--- src/rtl/rx_idle_pkg.sv ---
package rx_idle_pkg;

    localparam int TV_W_DEF = 24;

    typedef enum logic [1:0] {
        CNT_HOLD    = 2'd0,
        CNT_STEP    = 2'd1,
        CNT_RESTART = 2'd2,
        CNT_WRAP    = 2'd3
    } cnt_op_e;

    typedef struct packed {
        cnt_op_e op;
        logic    fire;
    } idle_ctrl_t;

    function automatic logic any_restart(input logic en, input logic char_done,
                                         input logic data_read);
        return (!en) || char_done || data_read;
    endfunction

endpackage

--- src/rtl/rx_idle_ctrl.sv ---
module rx_idle_ctrl
    import rx_idle_pkg::*;
#(
    parameter int TV_W = TV_W_DEF
) (
    input  logic              enable,
    input  logic              bit_tick,
    input  logic              rxq_nonempty,
    input  logic              rx_char_done,
    input  logic              rx_data_read,
    input  logic [TV_W-1:0]   idle_limit,
    input  logic [TV_W-1:0]   cnt,
    output idle_ctrl_t        ctrl
);

    localparam int EXT_W = TV_W + 1;

    logic             qualified;
    logic [EXT_W-1:0] next_cnt;
    logic             at_limit;

    always_comb begin
        qualified = bit_tick && rxq_nonempty && (idle_limit != '0);
        next_cnt  = {1'b0, cnt} + EXT_W'(1);
        at_limit  = next_cnt >= {1'b0, idle_limit};
    end

    always_comb begin
        ctrl.op   = CNT_HOLD;
        ctrl.fire = 1'b0;
        if (any_restart(enable, rx_char_done, rx_data_read)) begin
            ctrl.op = CNT_RESTART;
        end else if (qualified) begin
            if (at_limit) begin
                ctrl.op   = CNT_WRAP;
                ctrl.fire = 1'b1;
            end else begin
                ctrl.op = CNT_STEP;
            end
        end
    end

endmodule

--- src/rtl/rx_idle_counter.sv ---
module rx_idle_counter
    import rx_idle_pkg::*;
#(
    parameter int TV_W = TV_W_DEF
) (
    input  logic            clk,
    input  logic            rst,
    input  cnt_op_e         op,
    output logic [TV_W-1:0] cnt
);

    always_ff @(posedge clk) begin
        if (rst) begin
            cnt <= '0;
        end else begin
            unique case (op)
                CNT_STEP:    cnt <= cnt + TV_W'(1);
                CNT_RESTART: cnt <= '0;
                CNT_WRAP:    cnt <= '0;
                default:     cnt <= cnt;
            endcase
        end
    end

    AST_RESET_ZERO: assert property (@(posedge clk) rst |=> cnt == '0)
        else $error("count not zero after reset");
    AST_HOLD_STABLE: assert property (@(posedge clk) disable iff (rst)
        op == CNT_HOLD |=> $stable(cnt))
        else $error("count moved on hold");
    AST_WRAP_ZERO: assert property (@(posedge clk) disable iff (rst)
        op == CNT_WRAP |=> cnt == '0)
        else $error("count not zero after firing");

endmodule

--- src/rtl/rx_idle_status.sv ---
module rx_idle_status (
    input  logic clk,
    input  logic rst,
    input  logic fire,
    input  logic irq_clear,
    output logic idle_irq
);

    always_ff @(posedge clk) begin
        if (rst) begin
            idle_irq <= 1'b0;
        end else if (fire) begin
            idle_irq <= 1'b1;
        end else if (irq_clear) begin
            idle_irq <= 1'b0;
        end
    end

    AST_STICKY_HOLD: assert property (@(posedge clk) disable iff (rst)
        (idle_irq && !irq_clear) |=> idle_irq)
        else $error("status dropped without clear");
    AST_SET_WINS: assert property (@(posedge clk) disable iff (rst)
        (fire && irq_clear) |=> idle_irq)
        else $error("clear beat simultaneous fire");

endmodule

--- src/rtl/rx_idle_timer.sv ---
module rx_idle_timer
    import rx_idle_pkg::*;
#(
    parameter int TV_W = TV_W_DEF
) (
    input  logic            clk,
    input  logic            rst,
    input  logic            bit_tick,
    input  logic            enable,
    input  logic [TV_W-1:0] idle_limit,
    input  logic            rxq_nonempty,
    input  logic            rx_char_done,
    input  logic            rx_data_read,
    input  logic            irq_clear,
    output logic            idle_irq
);

    idle_ctrl_t      ctrl;
    logic [TV_W-1:0] cnt;

    rx_idle_ctrl #(.TV_W(TV_W)) u_ctrl (
        .enable       (enable),
        .bit_tick     (bit_tick),
        .rxq_nonempty (rxq_nonempty),
        .rx_char_done (rx_char_done),
        .rx_data_read (rx_data_read),
        .idle_limit   (idle_limit),
        .cnt          (cnt),
        .ctrl         (ctrl)
    );

    rx_idle_counter #(.TV_W(TV_W)) u_counter (
        .clk (clk),
        .rst (rst),
        .op  (ctrl.op),
        .cnt (cnt)
    );

    rx_idle_status u_status (
        .clk       (clk),
        .rst       (rst),
        .fire      (ctrl.fire),
        .irq_clear (irq_clear),
        .idle_irq  (idle_irq)
    );

    AST_DISABLE_ZERO: assert property (@(posedge clk) disable iff (rst)
        !enable |=> cnt == '0)
        else $error("count not zero while disabled");
    AST_CHAR_RESTART: assert property (@(posedge clk) disable iff (rst)
        rx_char_done |=> cnt == '0)
        else $error("char did not restart count");
    AST_READ_RESTART: assert property (@(posedge clk) disable iff (rst)
        rx_data_read |=> cnt == '0)
        else $error("read did not restart count");
    AST_ZERO_LIMIT_SILENT: assert property (@(posedge clk) disable iff (rst)
        (idle_limit == '0 && !idle_irq) |=> !idle_irq)
        else $error("fired with zero limit");
    AST_RISE_NEEDS_TICK: assert property (@(posedge clk) disable iff (rst)
        $rose(idle_irq) |-> $past(bit_tick && rxq_nonempty && enable))
        else $error("status rose without qualifying tick");
    AST_EMPTY_NO_STEP: assert property (@(posedge clk) disable iff (rst)
        (!rxq_nonempty && enable && !rx_char_done && !rx_data_read) |=> $stable(cnt))
        else $error("count moved with empty queue");

endmodule

--- config.mk ---
export PLATFORM = sky130hd
export DESIGN_NAME = rx_idle_timer
export DESIGN_NICKNAME = d
export VERILOG_FILES = /design/src/rtl/rx_idle_pkg.sv /design/src/rtl/rx_idle_ctrl.sv /design/src/rtl/rx_idle_counter.sv /design/src/rtl/rx_idle_status.sv /design/src/rtl/rx_idle_timer.sv
export SDC_FILE = /design/constraint.sdc
export NUM_CORES = 1
export LEC_CHECK = 0
export BUFFER_PORTS_ARGS = -buffer_cell sky130_fd_sc_hd__buf_2
export CORE_ASPECT_RATIO = 0.75
export CORE_MARGIN = 10
export CORE_UTILIZATION = 51
export DETAILED_ROUTE_END_ITERATION = 7
export PLACE_DENSITY = 0.79
export SLEW_MARGIN = 20
export SYNTH_ARGS = -nofsm -noshare
export SYNTH_HDL_FRONTEND = slang
export SYNTH_SLANG_ARGS = --single-unit
--- constraint.sdc ---
create_clock -name clk -period 3.4 [get_ports clk]
set_clock_uncertainty 0.1 [all_clocks]
set_input_delay 1.02 -clock clk [delete_from_list [all_inputs] [get_ports clk]]
set_output_delay 1.02 -clock clk [all_outputs]
set_load 0.1 [all_outputs]
==> run_results.csv, run 1 <==
group,metric,value,unit
drt,routedWlPerCell,15.2,um
yosys,yosysSeqAreaShare,25.4,%
yosys,yosys.area.top_type,"dfxtp_1",
setup_path,reg2reg_from,"u_counter.cnt[0]",
setup_path,crit_path_cell_trace,"ha_4 > nand3_2 > or3_4 > or2_4 > nor2_2 > xor2_1 > ha_1 > nand3_2 > nor4_2 > a221oi_1 > o211a_2 > buf_4 > a41oi_1 > o22ai_1",
final_layout,drive_above_1_share,27.7,%
power,p_leak,1.23,nW
cts,clock_latency,0.27,ns
grt,grt_pass1_vias,1964,
power,switching_share,24.0,%
power,p_int,0.403,mW
power,switchingPower,0.127,mW
yosys,yosys-top-cells-count,"32 x nand2_1, 27 x inv_1, 25 x dfxtp_1, 25 x ha_1, 15 x nor2_1",
final_layout,final_area,0.00248,sq mm
drt,vias_per_cell,5.56,
min_path,holdCritStartpoint,"u_status.idle_irq",
yosys,synth_area,0.00197,sq mm
power,share_comb_of_total_power,10.9,%
min_path,min_path_type,"reg -> reg",
cts,root_buffer,"clkbuf_8",
setup_path,path_common_cell,"nand3_2",
cts,clk_pin_slew_worst_paths,0.09,ns
drt,final_antenna_net_count,0,
die,start_util,53.4,%
grt,antenna_found_initial,0,
power,p_total,0.530,mW
final_layout,n_fill_cell,313,
setup_path,arrival,3.34,ns
sta,tightest_slew,0.530,ns
setup_path,critPathBufInv,1,
yosys,syn_inst,248,
power,power_frac_seq,55.1,%
yosys,synth_nets,305,
yosys,ys.flop_type,"dfxtp_1",
placed_design,place.port_buffers,32,
setup_path,critPathLaunchType,"flip-flop",
power,clkPwrFrac,34.0,%
cts,postCtsHoldBufs,0,
yosys,synth_edf_count,0,
yosys,yosysMostFrequentCell,"nand2_1",
grt,grt_overflow,0,
setup_path,cp_max_fo,6,
min_path,hold_end,"u_status.idle_irq",
cts,cts_buffers,3,
drt,drt_first_iter_violations,117,
final_layout,register_area,507,sq um
grt,grt_max_degree,23,
drt,firstDrtPassIters,4,
power,p_per_area,213,mW/mm^2
yosys,yosysWarningCount,0,
die,core,0.00368,sq mm
setup_path,crit_family,"simple AND/OR/NAND/NOR gates",
job,drv_cap,0,
power,irDropWorstVdd,0.188,mV
yosys,yosysTopAreaCellShare,25.4,%
drt,via_count,1973,
setup_path,rr_worst_depth,14,
yosys,yosysUniqueCellTypes,41,
final_layout,syn_to_final_growth,26.3,%
setup_path,regToRegEndpoint,"u_counter.cnt[7]",
yosys,netlist_top_cells_area,"dfxtp_1 25%, ha_1 16%, a22o_1 6.2%",
setup_path,critPathRequiredTime,3.45,ns
status,status,"finished clean",
sta,fin_tns_setup,0,ns
setup_path,endpoint_kind,"flip-flop",
yosys,ys_ff_latch,25,
placed_design,dp_cells,340,
sta,slew_violations,0,
setup_path,crit_slowest_cell,"dfxtp_4",
grt,grt_usage,15.7,%
yosys,synthArstFlopShare,0,%
placed_design,dpl_cell_area,0.00228,sq mm
sta,post-route-period-util,96.6,%
min_path,holdPathStages,1,
cts,cts_tree,"yes",
setup_path,rrSetupSlack,0.11,ns
drt,drc,0,
die,io_pins,33,
die,fp.dieW,91.7,um
cts,htree_num_levels,1,
sta,max-slew-margin-rel,64.3,%
die,dieArea,0.00677,sq mm
setup_path,critical_path_class,"reg -> reg",
final_layout,multi_input_area,0.00141,sq mm
sta,fin_crit,3.29,ns
cts,cts.sinks,25,
sta,fmax,0.304,GHz
yosys,synth_area_per_cell,7.93,sq um
final_layout,diodes,0,
sta,hold_viol,0,
sta,hold_ws,0.379,ns
die,num_rows,19,
drt,routed_wl,5400,um
sta,setup_viol,0,
placed_design,place_hpwl,4180,um
grt,grt_pass1_wl,8860,um
die,die_h,73.8,um
final_layout,fin_cells,355,
setup_path,critPathMaxStageDelay,0.37,ns
placed_design,gp_congestion,0.854,
cts,cts_buffer_depth,2,
final_layout,nets,361,
==> power groups by stage <==
stage | combinational, mW | clock, mW | sequential (mW)
2_1_floorplan | 0.0249 | 0 | 0.300
5_1_grt | 0.0666 | 0.195 | 0.292
3_3_place_gp | 0.0527 | 0 | 0.300
4_1_cts | 0.0559 | 0.179 | 0.293
6_report | 0.0575 | 0.180 | 0.292
3_5_place_dp | 0.0546 | 0 | 0.300
==> cells by family after synthesis <==
group	count (synthesis)	share of synthesized area, %
flops	25	25.4
mux	1	0.509
compound gates	43	16.0
buf+inv	35	7.12
simple gates	99	26.1
xor+xnor	20	8.91
fa+ha+maj	25	15.9
==> how the worst max path moves through the flow <==
stage	start	to	slack (ns)	cells past startpoint
global route	u_counter.cnt[0]	u_status.idle_irq	-0.03	14
global placement	u_counter.cnt[1]	u_counter.cnt[22]	0.04	13
detailed placement	u_counter.cnt[1]	u_counter.cnt[20]	-0.12	13
floorplan	u_counter.cnt[1]	u_counter.cnt[4]	0.01	15
finish	u_counter.cnt[0]	u_counter.cnt[7]	0.11	14
CTS	u_counter.cnt[1]	u_status.idle_irq	0.009	14
==> flip-flops by register name (all words and copies together) (netlist names) <==
name,count
u_status.idle_irq,1
u_counter.cnt,24
==> cell type report <==
cell class              count  area share, %
flip-flops and latches     25           20.4
multi-input cells         189           56.6
inverters                  27           4.08
repair buffers             58           14.5
well taps                  52           2.62
clock buffers               4           1.81
==> stage by stage <==
step                util [%]  worst slack (ns)
CTS                     64.2           0.00934
global placement        62.0            0.0363
finish                  67.4             0.115
global route            67.4           -0.0347
detailed placement      62.0            -0.117
floorplan                  -            0.0145
==> layout by cell type (no fill, tap or decap), types with 4 or more instances in the layout <==
cell type / synthesis / routed
buf_4: 0 / 25
inv_1: 27 / 27
nand2_1: 32 / 32
dfxtp_1: 25 / 22
nand4_1: 10 / 10
xor2_1: 12 / 12
nor4_1: 7 / 6
o211ai_1: 4 / 4
a21oi_1: 10 / 9
xnor2_1: 8 / 8
ha_1: 25 / 23
a22o_1: 14 / 14
nor2_1: 15 / 13
nand3_1: 11 / 7
nand3_2: 1 / 5
buf_2: 1 / 32
==> routing by layer <==
layer  vias to the layer above  track usage [%]  share of wire [%]
li1                        993                -                  -
met1                       914             19.7                 45
met2                        62             26.5                 47
met3                         4             4.98                7.8
met4                         0             1.71               0.39
met5                         -                0                  0
==> timing repair <==
item | 4_1_cts | 5_1_grt
gates cloned | 1 | 0
resized for setup | 4 | 14
setup endpoints to repair | 17 | 25
setup buffers | 2 | 8
pin swaps | 1 | 8
(Power assumes the default switching activity.)
==> inputs of run 2 (changes only) <==
Settings changed: SETUP_SLACK_MARGIN set to 0.15.
==> run_results.csv, run 2 (synthesis results as in run 1) <==
group,metric,value,unit
cts,cts_buffers,3,
grt,grt_pass1_wl,8820,um
setup_path,crit_slowest_cell,"or3_4",
setup_path,critPathRequiredTime,3.46,ns
drt,via_count,1945,
final_layout,layout_commonest_cell,"buf_2",
final_layout,top_register,"u_counter.cnt",
die,start_util,53.4,%
drt,drt_first_iter_violations,120,
grt,grt_max_degree,23,
drt,drc,0,
final_layout,largest_register_ff_count,24,
sta,post-route-period-util,97.0,%
drt,routed_wl,5350,um
sta,fmax,0.303,GHz
setup_path,critPathLaunchType,"flip-flop",
die,core,0.00368,sq mm
setup_path,path_common_cell,"buf_4",
sta,tightest_slew,0.488,ns
sta,grt_setup_unrepaired,"yes",
cts,root_buffer,"clkbuf_8",
setup_path,arrival,3.35,ns
power,irDropWorstVdd,0.229,mV
sta,fin_ws,0.103,ns
setup_path,cp_max_fo,9,
drt,firstDrtPassIters,4,
drt,final_antenna_net_count,0,
grt,grt_usage,15.6,%
sta,slew_violations,0,
sta,setup_viol,0,
power,p_per_area,208,mW/mm^2
final_layout,utilization,69.2,%
grt,grt_overflow,0,
cts,cts.sinks,25,
job,drv_cap,0,
cts,clock_latency,0.28,ns
placed_design,place.port_buffers,32,
cts,cts_tree,"yes",
sta,max-slew-margin-rel,67.7,%
final_layout,drive_above_1_share,30.6,%
die,num_rows,19,
cts,postCtsHoldBufs,0,
placed_design,place_hpwl,3950,um
final_layout,multi_input_area,0.00144,sq mm
die,io_pins,33,
sta,hold_viol,0,
cts,htree_num_levels,1,
status,status,"finished clean",
final_layout,n_fill_cell,292,
final_layout,syn_to_final_growth,29.6,%
setup_path,critical_path_class,"reg -> reg",
placed_design,gp_congestion,0.870,
grt,antenna_found_initial,0,
final_layout,register_area,517,sq um
cts,cts_buffer_depth,2,
setup_path,critPathMaxStageDelay,0.43,ns
sta,fin_crit,3.30,ns
placed_design,dp_slack,0.00479,ns
final_layout,top_regs,"u_counter.cnt (24), u_status.idle_irq (1)",
setup_path,crit_path_cell_trace,"ha_4 > nand3_4 > or3_4 > or2_4 > buf_4 > xnor2_1 > ha_1 > nand2_2 > nor4_4 > o211ai_1 > buf_4 > a41oi_1 > o22ai_1",
die,dieArea,0.00677,sq mm
final_layout,nets,362,
setup_path,rrSetupSlack,0.10,ns
power,p_leak,1.26,nW
die,fp.dieW,91.7,um
final_layout,layout_common_cells,"32 x buf_2, 31 x nand2_1, 27 x inv_1",
die,die_h,73.8,um
min_path,min_path_type,"reg -> reg",
setup_path,endpoint_kind,"flip-flop",
drt,routedWlPerCell,15.0,um
grt,grt_pass1_vias,1954,
final_layout,diodes,0,
cts,clk_pin_slew_worst_paths,0.08,ns
drt,vias_per_cell,5.46,
run 2: cell types whose count changed in the layout (fill, tap and decap cells not counted), moves of 2 or more:
cell	before	now
dfxtp_1	22	16
dfxtp_2	2	7
buf_6	1	4
nand3_2	5	2
buf_4	25	23
nand3_1	7	9
run 2: path summary, 6_finish.rpt:
path                     from               end  cells past startpoint
min          u_counter.cnt[6]  u_counter.cnt[6]                      2
min reg2reg  u_counter.cnt[6]  u_counter.cnt[6]                      2
max reg2reg  u_counter.cnt[0]  u_counter.cnt[7]                     13
max          u_counter.cnt[0]  u_counter.cnt[7]                     13
run 2: metrics by stage:
step	area, sq um	instances	power, mW	TNS [ns]	hold slack [ns]
finish	2550	356	0.530	0	0.373
global route	2550	356	0.554	-0.347	0.394
CTS	2400	347	0.532	0	0.379
detailed placement	2280	336	0.353	0	0.364
global placement	2280	336	0.352	0	0.359
floorplan	2020	248	0.324	0	0.342
run 2: timing repair:
item	4_1_cts	5_1_grt
endpoints found under the setup margin	22	25
gates cloned	1	0
pin swaps	5	22
hold endpoints to repair	0	0
setup buffers	6	9
gates resized for setup	7	22
run 2: cell type report:
class                   instances  share of cell area, %
well taps                      52                   2.55
inverters                      27                   3.98
repair buffers                 59                   14.8
clock inverters                 1                  0.196
clock buffers                   3                   1.62
flip-flops and latches         25                   20.3
multi-input cells             189                   56.6
run 2: worst max-delay path, delay by kind of cell (launching register included):
kind | cells | cell delay, ns
simple gates | 5 | 1.13
fa+ha+maj | 2 | 0.48
flops | 1 | 0.39
xor+xnor | 1 | 0.12
buf+inv | 2 | 0.40
compound gates | 3 | 0.56
run 2: power by group:
part | internal (mW) | switching (mW) | total (mW)
Clock | 0.0823 | 0.0984 | 0.181
Sequential | 0.291 | 0.000234 | 0.291
Combinational | 0.0272 | 0.0309 | 0.0580
Total | 0.401 | 0.129 | 0.530
run 2: per-layer routing:
layer	wire length, um	track usage (%)	up-vias
met5	0	0	-
met1	2450	19.6	896
met4	68	3.92	0
met2	2490	26.2	45
met3	333	3.87	7
li1	-	-	997
==> inputs of run 3 (changes only) <==
Settings changed: RECOVER_POWER set to 25.
==> run_results.csv, run 3 (synthesis results as in run 1) <==
group,metric,value,unit
die,io_pins,33,
final_layout,fin_cells,356,
cts,cts_buffers,3,
die,dieArea,0.00677,sq mm
final_layout,layout_common_cells,"31 x nand2_1, 31 x buf_2, 27 x inv_1",
cts,clock_latency,0.28,ns
sta,tightest_slew,1.17,ns
cts,htree_num_levels,1,
sta,grt_setup_unrepaired,"yes",
grt,grt_pass1_vias,1954,
job,drv_cap,0,
final_layout,syn_to_final_growth,29.5,%
sta,max-slew-margin-rel,22.5,%
placed_design,dp_cells,336,
power,p_leak,1.25,nW
power,irDropWorstVdd,0.229,mV
grt,antenna_found_initial,0,
setup_path,critPathLaunchType,"flip-flop",
die,core,0.00368,sq mm
cts,cts_buffer_depth,2,
grt,grt_pass1_wl,8820,um
power,p_per_area,208,mW/mm^2
final_layout,nets,362,
drt,firstDrtPassIters,4,
sta,setup_viol,0,
min_path,holdCritStartpoint,"u_counter.cnt[6]",
grt,grt_max_degree,23,
die,fp.dieW,91.7,um
cts,clk_pin_slew_worst_paths,0.08,ns
final_layout,diodes,0,
setup_path,rr_worst_depth,13,
final_layout,drive_above_1_share,30.3,%
placed_design,dpl_cell_area,0.00228,sq mm
setup_path,crit_path_cell_trace,"ha_4 > nand3_4 > or3_4 > or2_4 > buf_4 > xnor2_1 > ha_1 > nand2_2 > nor4_4 > o211ai_1 > buf_4 > a41oi_1 > o22ai_1",
min_path,min_path_type,"reg -> reg",
drt,final_antenna_net_count,0,
final_layout,n_fill_cell,293,
placed_design,place.port_buffers,32,
die,num_rows,19,
drt,drt_first_iter_violations,120,
setup_path,critical_path_class,"reg -> reg",
cts,cts_tree,"yes",
setup_path,crit_family,"simple AND/OR/NAND/NOR gates",
die,start_util,53.4,%
setup_path,regToRegEndpoint,"u_counter.cnt[7]",
setup_path,endpoint_kind,"flip-flop",
setup_path,path_common_cell,"buf_4",
drt,routed_wl,5340,um
min_path,hold_end,"u_counter.cnt[6]",
final_layout,final_area,0.00255,sq mm
grt,grt_usage,15.6,%
cts,cts.sinks,25,
sta,fin_crit,3.30,ns
cts,postCtsHoldBufs,0,
min_path,holdPathStages,2,
setup_path,reg2reg_from,"u_counter.cnt[0]",
sta,hold_viol,0,
setup_path,rrSetupSlack,0.10,ns
die,die_h,73.8,um
setup_path,arrival,3.35,ns
drt,routedWlPerCell,15.0,um
cts,root_buffer,"clkbuf_8",
setup_path,crit_slowest_cell,"or3_4",
setup_path,critPathMaxStageDelay,0.43,ns
placed_design,place_hpwl,3950,um
sta,hold_ws,0.373,ns
sta,post-route-period-util,97.0,%
final_layout,largest_register_ff_count,24,
drt,vias_per_cell,5.46,
placed_design,dp_slack,0.00479,ns
setup_path,critPathRequiredTime,3.46,ns
drt,drc,0,
final_layout,top_register,"u_counter.cnt",
sta,fmax,0.303,GHz
final_layout,top_regs,"u_counter.cnt (24), u_status.idle_irq (1)",
placed_design,gp_congestion,0.870,
drt,via_count,1945,
setup_path,critPathBufInv,2,
grt,grt_overflow,0,
sta,slew_violations,0,
setup_path,cp_max_fo,9,
sta,fin_ws,0.103,ns
status,status,"finished clean",
-- run 3: cell count changes in the layout (fill, tap and decap cells not counted) --
cell	delta
clkbuf_1	+1
buf_2	-1
-- run 3: worst max-delay path by stage --
stage,startpoint,endpoint,slack [ns],cells past startpoint
6_report,u_counter.cnt[0],u_counter.cnt[7],0.10,13
5_1_grt,u_counter.cnt[0],u_counter.cnt[7],-0.05,13
4_1_cts,u_counter.cnt[0],u_counter.cnt[2],0.16,14
3_5_place_dp,u_counter.cnt[1],u_counter.cnt[15],0.005,13
3_3_place_gp,u_counter.cnt[1],u_counter.cnt[18],0.10,13
2_1_floorplan,u_counter.cnt[1],u_counter.cnt[14],0.16,15
-- run 3: through the flow --
step / total power [mW] / utilization [%] / setup TNS (ns)
floorplan: 0.324 / - / 0
global placement: 0.352 / 61.9 / 0
detailed placement: 0.353 / 61.9 / 0
CTS: 0.532 / 65.0 / 0
global route: 0.554 / 69.1 / -0.347
finish: 0.530 / 69.1 / 0
-- run 3: layer usage --
metal  global-route usage, %  part of all wire (%)  up-vias
met5                       0                     0        -
met4                    3.92                   1.3        0
met3                    3.87                   6.2        7
met2                    26.2                    47       45
met1                    19.6                    46      896
li1                        -                     -      997
-- run 3: area by class of cell --
type	instances	area, sq um	area share (%)
well taps	52	65.1	2.55
repair buffers	59	377	14.8
clock inverters	1	5.00	0.196
multi-input cells	189	1440	56.6
clock buffers	3	41.3	1.62
inverters	27	101	3.98
flip-flops and latches	25	517	20.3
-- run 3: worst reg2reg max path, stage by stage (launching register included) --
cell	delay, ns
dfxtp_4	0.39
ha_4	0.16
nand3_4	0.07
or3_4	0.43
or2_4	0.29
buf_4	0.16
xnor2_1	0.13
ha_1	0.32
nand2_2	0.08
nor4_4	0.26
o211ai_1	0.24
buf_4	0.24
a41oi_1	0.21
o22ai_1	0.11
-- run 3: report_power, final --
group | leakage, nW | internal, mW | switching, mW
combinational | 1.02 | 0.0272 | 0.0309
clock | 0.0255 | 0.0823 | 0.0984
sequential | 0.206 | 0.291 | 0.000234
-- run 3: repair_timing --
action	CTS	global route
setup buffers	6	9
setup endpoints to repair	22	25
pin swaps	5	22
resized for setup	7	22
hold endpoints to repair	0	0
cloned	1	0
